===== src/rtl/legacy_irq_router.sv =====
module legacy_irq_router #(
  parameter int NCH    = 3,
  parameter int NLINES = 16,
  parameter int RW     = 5,
  parameter int LEG_A  = 0,
  parameter int LEG_B  = 8
) (
  input  logic                clk,
  input  logic                rst_n,
  input  logic [NCH-1:0]      fire,
  input  logic [NCH-1:0]      ch_en,
  input  logic [NCH*RW-1:0]   ch_route,
  input  logic                glb_en,
  input  logic                legacy_mode,
  input  logic                pit_irq_in,
  input  logic                rtc_irq_in,
  output logic [NLINES-1:0]   irq_out,
  output logic                pit_irq_out,
  output logic                rtc_irq_out
);

  localparam logic [RW:0] LIM = (RW+1)'(NLINES);

  logic [NCH-1:0]             fire_q;
  logic [NCH-1:0]             evt;
  logic [NCH-1:0][NLINES-1:0] hit;
  logic [NLINES-1:0]          irq_d;

  assign evt = fire & ~fire_q & ch_en & {NCH{glb_en}};

  for (genvar c = 0; c < NCH; c++) begin : g_ch
    logic [RW-1:0] tgt;
    if (c == 0) begin : g_a
      assign tgt = legacy_mode ? RW'(LEG_A) : ch_route[c*RW +: RW];
    end else if (c == 1) begin : g_b
      assign tgt = legacy_mode ? RW'(LEG_B) : ch_route[c*RW +: RW];
    end else begin : g_n
      assign tgt = ch_route[c*RW +: RW];
    end
    assign hit[c] = (evt[c] && ({1'b0, tgt} < LIM)) ? (NLINES'(1) << tgt) : '0;
  end

  always_comb begin
    irq_d = '0;
    for (int c = 0; c < NCH; c++) irq_d = irq_d | hit[c];
  end

  always_ff @(posedge clk or negedge rst_n) begin
    if (!rst_n) begin
      fire_q      <= '0;
      irq_out     <= '0;
      pit_irq_out <= 1'b0;
      rtc_irq_out <= 1'b0;
    end else begin
      fire_q      <= fire;
      irq_out     <= irq_d;
      pit_irq_out <= pit_irq_in & ~legacy_mode;
      if (!legacy_mode) rtc_irq_out <= rtc_irq_in;
    end
  end

  a_r2_route_taken: assert property (@(posedge clk) disable iff (!rst_n)
    ($rose(fire[2]) && ch_en[2] && glb_en && !ch_route[2*RW+RW-1])
    |=> irq_out[$past(ch_route[2*RW +: 4])]);

  a_r3_legacy_a: assert property (@(posedge clk) disable iff (!rst_n)
    (legacy_mode && $rose(fire[0]) && ch_en[0] && glb_en) |=> irq_out[LEG_A]);

  a_r3_legacy_b: assert property (@(posedge clk) disable iff (!rst_n)
    (legacy_mode && $rose(fire[1]) && ch_en[1] && glb_en) |=> irq_out[LEG_B]);

  a_r5_global_off: assert property (@(posedge clk) disable iff (!rst_n)
    (!glb_en) |=> (irq_out == '0));

  a_r8_pit_pass: assert property (@(posedge clk) disable iff (!rst_n)
    (!legacy_mode && pit_irq_in) |=> pit_irq_out);

  a_r9_rtc_frozen: assert property (@(posedge clk) disable iff (!rst_n)
    legacy_mode |=> $stable(rtc_irq_out));

  a_r6_bounded: assert property (@(posedge clk) disable iff (!rst_n)
    $countones(irq_out) <= NCH);

endmodule


===== config.mk =====
export PLATFORM = sky130hd
export DESIGN_NAME = legacy_irq_router
export DESIGN_NICKNAME = d
export VERILOG_FILES = /design/src/rtl/legacy_irq_router.sv
export SDC_FILE = /design/constraint.sdc
export NUM_CORES = 1
export LEC_CHECK = 0
export ABC_AREA = 1
export ABC_CLOCK_PERIOD_IN_PS = 900
export CAP_MARGIN = 5
export CORE_MARGIN = 4
export CORE_UTILIZATION = 55
export DETAILED_ROUTE_END_ITERATION = 8
export DONT_BUFFER_PORTS = 1
export PLACE_DENSITY = 0.74
export SLEW_MARGIN = 40
export SYNTH_ARGS = -nofsm -noshare
export SYNTH_HDL_FRONTEND = slang
export SYNTH_SLANG_ARGS = --single-unit

===== constraint.sdc =====
create_clock -name clk -period 0.9 [get_ports clk]
set_input_delay 0.18 -clock clk [delete_from_list [all_inputs] [get_ports clk]]
set_output_delay 0.18 -clock clk [all_outputs]
set_load 0.02 [all_outputs]

* Word level (Yosys, flattened, before mapping)
Cells that the tools add are included.
** Storage, ports and cells
- Bits in registers :: 21
- Output and inout bits :: 18
- Bits of input ports :: 27
** Cells by class
- Multiplexer cells :: 5
- $lt $le $gt $ge :: 3
- Shift-type cells :: 3
- Reduce and logical (&&, ||, !) cells :: 3
- Bitwise operators :: 8
** Operator list (number)
- 16-bit 2-to-1 mux :: 3
- 1-bit by 5-bit << shifter with 16-bit output (first input constant) :: 3
- 16-bit bitwise OR :: 2
- 5-bit < comparator (second input constant) :: 3
- 5-bit 2-to-1 mux :: 2
- 3-bit bitwise AND :: 3
- 1-bit logical AND :: 3
- 3-bit NOT :: 1
- 1-bit bitwise AND :: 1
- 1-bit NOT :: 1

* Longest topological paths before layout
Gate-level depths: netlist (run 1).
- Depth after elaboration :: 8
- Depth in mapped cells :: 7

* Least setup slack after synthesis (run 1)
Ideal clock, no wire load.
- Path type :: flip-flop to flip-flop
- Start point :: reg fire_q[2]
- End point :: reg irq_out[6]
- Library setup time :: 69 ps
- Setup slack :: -134 ps
- Stages on the path, launching flop included :: 7
- Buffers on the path :: 1
- Data arrival time :: 965 ps
- Cell sequence :: dfrtp_1 inv_1 nand3_1 nor2_4 clkbuf_4 nand3_1 nand3_1
** Between the ends
- Longest elaborated chain between the ends :: 7
** RTL lines
- start, declared :: line 24 : logic [NCH-1:0] fire_q;
- start signal, assigned :: line 55 : fire_q <= fire;
- 3-bit NOT :: line 29 : assign evt = fire & ~fire_q & ch_en & {NCH{glb_en}};
- 3-bit bitwise AND (3 in series) :: line 29
- 1-bit logical AND :: line 40 : assign hit[c] = (evt[c] && ({1'b0, tgt} < LIM)) ? (NLINES'(1) << tgt) : '0;
- 16-bit 2-to-1 mux :: line 40
- 16-bit bitwise OR :: line 45 : for (int c = 0; c < NCH; c++) irq_d = irq_d | hit[c];
- named net irq_d[6] :: line 27 : logic [NLINES-1:0] irq_d;
- end signal, assigned :: line 56 : irq_out <= irq_d;
- end, declared :: line 17 : output logic [NLINES-1:0] irq_out,
The timed path passes the listed nets, and every way through them passes these cells.
A chain may end at the register's enable or synchronous reset.

* Final worst setup path (run 1)
- Start point :: reg fire_q[0]
- End point :: reg irq_out[3]
** Between the ends
- Longest elaborated chain between the ends :: 8
** RTL lines (line)
- 3-bit NOT :: 29
- 3-bit bitwise AND (3 in series) :: 29
- 1-bit logical AND :: 40
- 16-bit 2-to-1 mux :: 40
- 16-bit bitwise OR (2 in series) :: 45
- named net irq_d[3] :: 27
The timed path passes the listed nets, and every way through them passes these cells.

==> results of run 1 <==
## registers in the layout (all words and copies together) (netlist names)
| name | cells |
|---|---|
| rtc_irq_out | 1 |
| pit_irq_out | 1 |
| fire_q | 3 |
| irq_out | 16 |
## cell families after synthesis
group,after synthesis,synth area share
AND/OR/NAND/NOR,118,0.480
AO/OA/AOI/OAI,2,0.00805
buffers and inverters,25,0.0895
flip-flops,21,0.423
## stage by stage
step | setup slack (ns) | util | setup TNS, ns | total power [mW] | hold WS [ns]
3_3_place_gp | -0.152 | 0.623 | -2.21 | 1.16 | -0.115
5_1_grt | -0.294 | 0.675 | -5.51 | 1.71 | -0.476
2_1_floorplan | -0.0903 | - | -0.998 | 1.15 | -0.116
4_1_cts | -0.216 | 0.669 | -4.17 | 1.64 | -0.461
3_5_place_dp | -0.183 | 0.623 | -2.58 | 1.17 | -0.115
6_report | -0.229 | 0.675 | -3.75 | 1.62 | -0.446
## layout make-up
type                       instances  area [µm²]
inverter                          22        87.6
tap                               27        33.8
clock buffer                       4        26.3
fill                             176         669
sequential                        21         538
timing repair buffer               7        80.1
multi-input combinational        120         627
## worst register-to-register path, delay by kind of cell (launching register included)
| family | cells | cell delay [ns] |
|---|---|---|
| and+or+nand+nor | 5 | 0.69 |
| DFF | 1 | 0.39 |
## cells in the final DEF, fill, tap and decap left out
| cell type | netlist | layout |
|---|---|---|
| nand3_1 | 36 | 34 |
| dlygate4sd3_1 | 0 | 6 |
| dfrtp_2 | 0 | 10 |
| nor3_1 | 8 | 8 |
| a21oi_1 | 2 | 2 |
| inv_2 | 1 | 1 |
| inv_6 | 1 | 1 |
| nand2_2 | 2 | 4 |
| nand3_2 | 1 | 3 |
| nand3_4 | 2 | 2 |
| nor2_1 | 22 | 20 |
| nor2_4 | 6 | 6 |
| nand2_1 | 39 | 37 |
| dfrtp_1 | 21 | 11 |
| buf_12 | 0 | 1 |
| nor2_2 | 0 | 2 |
| clkbuf_4 | 1 | 3 |
| clkbuf_1 | 0 | 1 |
| inv_1 | 20 | 20 |
| nand2_4 | 2 | 2 |
## per-layer routing
metal,GRT usage,vias up,share of wire
met3,0.0490,2,0.087
met5,0,-,0
met1,0.244,509,0.39
met4,0.0694,0,0.0030
li1,-,545,-
met2,0.370,58,0.52
## report_power, final
part           leakage, nW  internal, mW  switching, mW
Sequential           0.267         0.963         0.0225
Combinational        0.395        0.0697          0.119
Clock               0.0150         0.173          0.270
Total                0.678          1.21          0.412
## path summary, 6_finish.rpt
| path | startpoint | end |
|---|---|---|
| max | fire_q[0] | irq_out[3] |
| min | rst_n | fire_q[0] |
| max reg2reg | fire_q[0] | irq_out[3] |
| min reg2reg | rtc_irq_out | rtc_irq_out |
| max in group asynchronous | rst_n | irq_out[9] |
| min in group clk | legacy_mode | rtc_irq_out |
## timing repair
| item | CTS | global route |
|---|---|---|
| hold endpoints to repair | 26 | 21 |
| resized for setup | 8 | 5 |
| pin swaps | 15 | 23 |
| endpoints found under the setup margin | 34 | 34 |
==> metrics.md, run 1 <==
| Metric | Value |
|---|---|
| Outcome | `finished with violations` |
| Failing checks | `hold timing, setup timing` |
| PortBufs | `0` |
| Tmin final | `1.13 ns` |
| Area Growth Syn to Fin | `12.0%` |
| Nets | `202` |
| Top Family by Delay on Critical Path | `simple AND/OR/NAND/NOR gates` |
| #FFs+latches synth | `21` |
| Final hold violation count | `21` |
| WP data required | `1.14 ns` |
| Primary FF master, synth | `dfrtp_1` |
| Levels on crit path | `5` |
| Number of global-route vias before repair | `1146` |
| Wire length per cell | `15.1 µm` |
| Initial Utilization | `0.603` |
| RD Place Congestion | `0.880` |
| Final setup violating endpoints | `34` |
| Initial DRC count | `42` |
| Synthesized area per cell | `7.49 µm²` |
| CTS sink count | `21` |
| Final std cells w/o fill | `201` |
| Hold_buf cts | `6` |
| DP Area | `1280 µm²` |
| Initial antenna violation count | `0` |
| Pre-antenna DRT Iters | `4` |
| Via density | `5.54` |
| Row Count | `16` |
| CP Launch Type | `flip-flop` |
| WP data arrival | `1.37 ns` |
| Worst slew margin | `0.775` |
| Max Clock Skew | `0.00785 ns` |
| Static leakage | `0.678 nW` |
| Seq/Total Area, Yosys | `0.423` |
| Gr ovfl total | `0` |
| DP HPWL | `2300 µm` |
| First-pass GRT wire length | `5150 µm` |
| Clk_lat worst skew | `0.30 ns` |
| CTS tree | `built` |
| Min setup slack post-route | `-0.229 ns` |
| H-tree Lvls | `1` |
| # IOs | `45` |
| Post-Synthesis Cells | `166` |
| Measured slew at the worst slew-check pin | `0.335 ns` |
| Distinct cell type count after synthesis | `17` |
| Slew Viols, Final | `0` |
| Cell with the most instances after synthesis | `nand2_1` |
| Crit-path cells | `nor2_2, nand3_4, nor2_4, nand2_1, nand3_1` |
| Hold WS | `-0.446 ns` |
| Final instance area | `1390 µm²` |
| Top cells by area, synth | `dfrtp_1 (42%), nand3_1 (14%), nand2_1 (12%)` |
| Worst path max stage delay | `0.39 ns` |
| Number of flops mapped to enable cells by yosys | `0` |
| Asr flop ratio synth | `1.00` |
| Maximum vdd drop | `0.00101 V` |
| Max Root-Sink Buffers | `2` |
| Die area | `3090 µm²` |
| Mapped cell area | `1240 µm²` |
| PD cells | `1160 nW/µm²` |
| Max-Cap Viols | `0` |
| CTS root buffer | `clkbuf_4` |
| R2R depth | `5` |
| TritonCTS buffer count | `3` |
| Commonest cells post-synth | `nand2_1 (39), nand3_1 (36), nor2_1 (22)` |
| Kind of critical path | `reg2reg` |
| ANT cells | `0` |
| Synth top area share | `0.423` |
| Largest fanout on the critical path | `8` |
| Post-Route WL | `3040 µm` |
| Worst R2R Setup Slack | `-0.23 ns` |
| Worst path bufs/invs | `0` |
| Largest area contributor in the netlist | `dfrtp_1` |
| Die H | `55.6 µm` |
| Total track usage | `0.208` |
| DRC Markers | `0` |
| Vias | `1114` |
| Fmax achieved | `886 MHz` |
| Mapped Nets | `193` |
| RSZ-0062 raised after global routing | `true` |
| Detail Route Antenna Nets | `0` |
| CP max stage cell | `dfrtp_1` |
| Cells after DPL | `191` |
| YS warnings | `0` |
| Post-CTS setup buffer count | `0` |
| Core box area | `2060 µm²` |
| Clock Pin Slew Worst Setup and Hold Paths | `0.11 ns` |
| Endpoint class of the critical path | `flip-flop` |
| Die extent in x | `55.6 µm` |
| Layout cell share with drive strength beyond 1 | `0.201` |
| Final period util | `1.25` |
| Min-Delay Path Class | `in2async` |
| Largest net degree at the start of global routing | `22` |
(Power assumes the default switching activity.)
==> run 2: changes to the inputs <==
SLEW_MARGIN = 20   (was 40)
==> results of run 2 <==
No change in the layout: final DEF, timing and power equal those of run 1.
==> run 3: changes to the inputs <==
CORE_MARGIN = 8   (was 4)
PLACE_DENSITY = 0.76   (was 0.74)
RECOVER_POWER = 25   (was default)
==> run 3 against run 2 <==
The flow still finishes with violations (hold timing, setup timing). Design area shrank 0.99%. Sequential power hardly changed. Clock power about the same. Power shrank 0.16%. Maximum frequency rose by 4.3%. Cell count grew 0.50%. Worst setup slack improved by 0.047 ns. Via count up 0.36%. Flip-flop and latch count did not move.
==> metrics.md, run 3 (same netlist as run 1, synthesis figures left out) <==
| Metric | Value |
|---|---|
| First-pass GRT wire length | `5100 µm (-1.1%)` |
| Total track usage | `0.155 (-0.0538)` |
| Row Count | `17 (+1)` |
| Wire length per cell | `15.3 µm (+1.1%)` |
| Hold_buf cts | `6 (unchanged)` |
| Outcome | `finished with violations` |
| Final std cells w/o fill | `202 (+0.50%)` |
| Vias | `1118 (+0.36%)` |
| Failing checks | `hold timing, setup timing` |
| R2R depth | `5 (unchanged)` |
| WL met2 | `1490 µm (-5.9%)` |
| Internal Pwr Total | `1.20 mW (-0.18%)` |
| Tmin final | `1.08 ns (-0.0466 ns)` |
| Hold WS | `-0.439 ns (+0.00744 ns)` |
| CTS root buffer | `clkbuf_4` |
| Power, Total | `1.61 mW (-0.16%)` |
| Gate power share | `0.116 (about the same)` |
| Max reg flops | `16 (unchanged)` |
| PortBufs | `0 (unchanged)` |
| Endpoint class of the critical path | `flip-flop` |
| Min setup slack post-route | `-0.182 ns (+0.0466 ns)` |
| CP max stage cell | `dfrtp_1` |
| WP data required | `1.13 ns (about the same)` |
| RSZ-0062 raised after global routing | `true` |
| Gr ovfl total | `0 (unchanged)` |
| Detail Route Antenna Nets | `0 (unchanged)` |
| Final setup violating endpoints | `34 (unchanged)` |
| NetSw | `0.411 mW (about the same)` |
| Largest fanout on the critical path | `8 (unchanged)` |
| Initial DRC count | `41 (-2.4%)` |
| Clock Pin Slew Worst Setup and Hold Paths | `0.11 ns (about the same)` |
| Setup TNS | `-3.21 ns (+0.534 ns)` |
| M1 WL | `1170 µm (-0.76%)` |
| Nets | `202 (unchanged)` |
| Cells after DPL | `192 (+0.52%)` |
| Final hold violation count | `21 (unchanged)` |
| Static leakage | `0.675 nW (-0.44%)` |
| CTS sink count | `21 (unchanged)` |
| Layout cell share with drive strength beyond 1 | `0.161 (-0.0402)` |
| Die area | `4040 µm² (+31%)` |
| # fillers | `190 (+8.0%)` |
| Crit-path cells | `nor2_2, nand3_4, nor2_4, nand2_1, nand3_1` |
| Die extent in x | `63.6 µm (+14%)` |
| Max-Cap Viols | `0 (unchanged)` |
| ANT cells | `0 (unchanged)` |
| CTS tree | `built` |
| Pre-antenna DRT Iters | `4 (unchanged)` |
| Initial antenna violation count | `0 (unchanged)` |
| DR WL met3 | `341 µm (+29%)` |
| Post-Route WL | `3090 µm (+1.6%)` |
| RD Place Congestion | `0.947 (+7.7%)` |
| Flop pwr share | `0.610 (about the same)` |
| Most common cell after layout, fill and taps aside | `nand2_1` |
| Largest net degree at the start of global routing | `22 (unchanged)` |
| Number of global-route vias before repair | `1196 (+4.4%)` |
| Measured slew at the worst slew-check pin | `0.349 ns (+0.0142 ns)` |
| Clock power share | `0.274 (about the same)` |
| Largest Register | `irq_out` |
| Worst slew margin | `0.765 (-0.00952)` |
| DRC Markers | `0 (unchanged)` |
| DP HPWL | `2460 µm (+7.2%)` |
| Core box area | `2170 µm² (+5.2%)` |
| Highest Signal Layer | `met4` |
| Maximum vdd drop | `0.000718 V (-29%)` |
| Initial Utilization | `0.573 (-0.0299)` |
| # IOs | `45 (unchanged)` |
| Slew Viols, Final | `0 (unchanged)` |
| Max Clock Skew | `0.00125 ns (-0.00660 ns)` |
| Fmax achieved | `924 MHz (+4.3%)` |
| Post-CTS setup buffer count | `0 (unchanged)` |
| Max Root-Sink Buffers | `2 (unchanged)` |
| H-tree Lvls | `1 (unchanged)` |
| Clk_lat worst skew | `0.29 ns (about the same)` |
| Worst R2R Setup Slack | `-0.18 ns (+0.05 ns)` |
| TritonCTS buffer count | `3 (unchanged)` |
| PD cells | `1170 nW/µm² (+0.84%)` |
| Via density | `5.53 (-0.14%)` |
| Kind of critical path | `reg2reg` |
| CP Launch Type | `flip-flop` |
| Min-Delay Path Class | `in2async` |
| Biggest regs | `irq_out (16), fire_q (3)` |
| Worst path max stage delay | `0.39 ns (about the same)` |
| Final period util | `1.20 (-0.0517)` |
| Most frequent cells in the layout | `nand2_1 (39), nand3_1 (35), inv_1 (20), nor2_1 (20), dfrtp_1 (15)` |
| Sw frac | `0.255 (about the same)` |
| Area Growth Syn to Fin | `10.9%` |
| WP data arrival | `1.32 ns (-0.05 ns)` |
| Die H | `63.6 µm (+14%)` |
## run 3: path summary, 6_finish.rpt
check,from,endpoint
max,fire_q[1],irq_out[10]
min,rst_n,irq_out[1]
max reg2reg,fire_q[1],irq_out[10]
min reg2reg,rtc_irq_out,rtc_irq_out
max in group asynchronous,rst_n,irq_out[14]
min in group clk,legacy_mode,rtc_irq_out
## run 3: cell type report
type	count	area (µm²)	area share
Multi-Input combinational cell	120	617	0.447
Sequential cell	21	533	0.387
Inverter	22	87.6	0.0635
Timing Repair Buffer	7	80.1	0.0581
Tap cell	28	35.0	0.0254
Clock buffer	4	26.3	0.0191
## run 3: power groups by stage
stage | Sequential, mW | Clock, mW | Combinational, mW
floorplan | 1.00 | 0 | 0.152
global placement | 1.00 | 0 | 0.159
detailed placement | 1.00 | 0 | 0.165
CTS | 0.985 | 0.465 | 0.187
global route | 0.987 | 0.509 | 0.206
finish | 0.984 | 0.442 | 0.188
## run 3: layer usage
layer,up-vias,GRT usage
li1,538,-
met1,503,0.162
met2,67,0.256
met3,10,0.0583
met4,0,0.0947
met5,-,0
## run 3: critical path: cells and delay by family, from the launching register on
kind,cells,cell delay [ns]
AND/OR/NAND/NOR,5,0.64
flip-flops,1,0.39
## run 3: per-stage QoR
step                      setup WS, ns  cell area, µm²  utilization
after floorplan                -0.0903            1260            -
after global placement          -0.132            1280        0.592
after detailed placement        -0.176            1280        0.592
after CTS                       -0.214            1370        0.633
after global routing            -0.257            1380        0.636
final                           -0.182            1380        0.636
## run 3: repair_timing
item,4_1_cts,5_1_grt
gates resized for setup,2,4
setup endpoints to repair,34,34
pin swaps,29,11
hold endpoints to repair,26,21
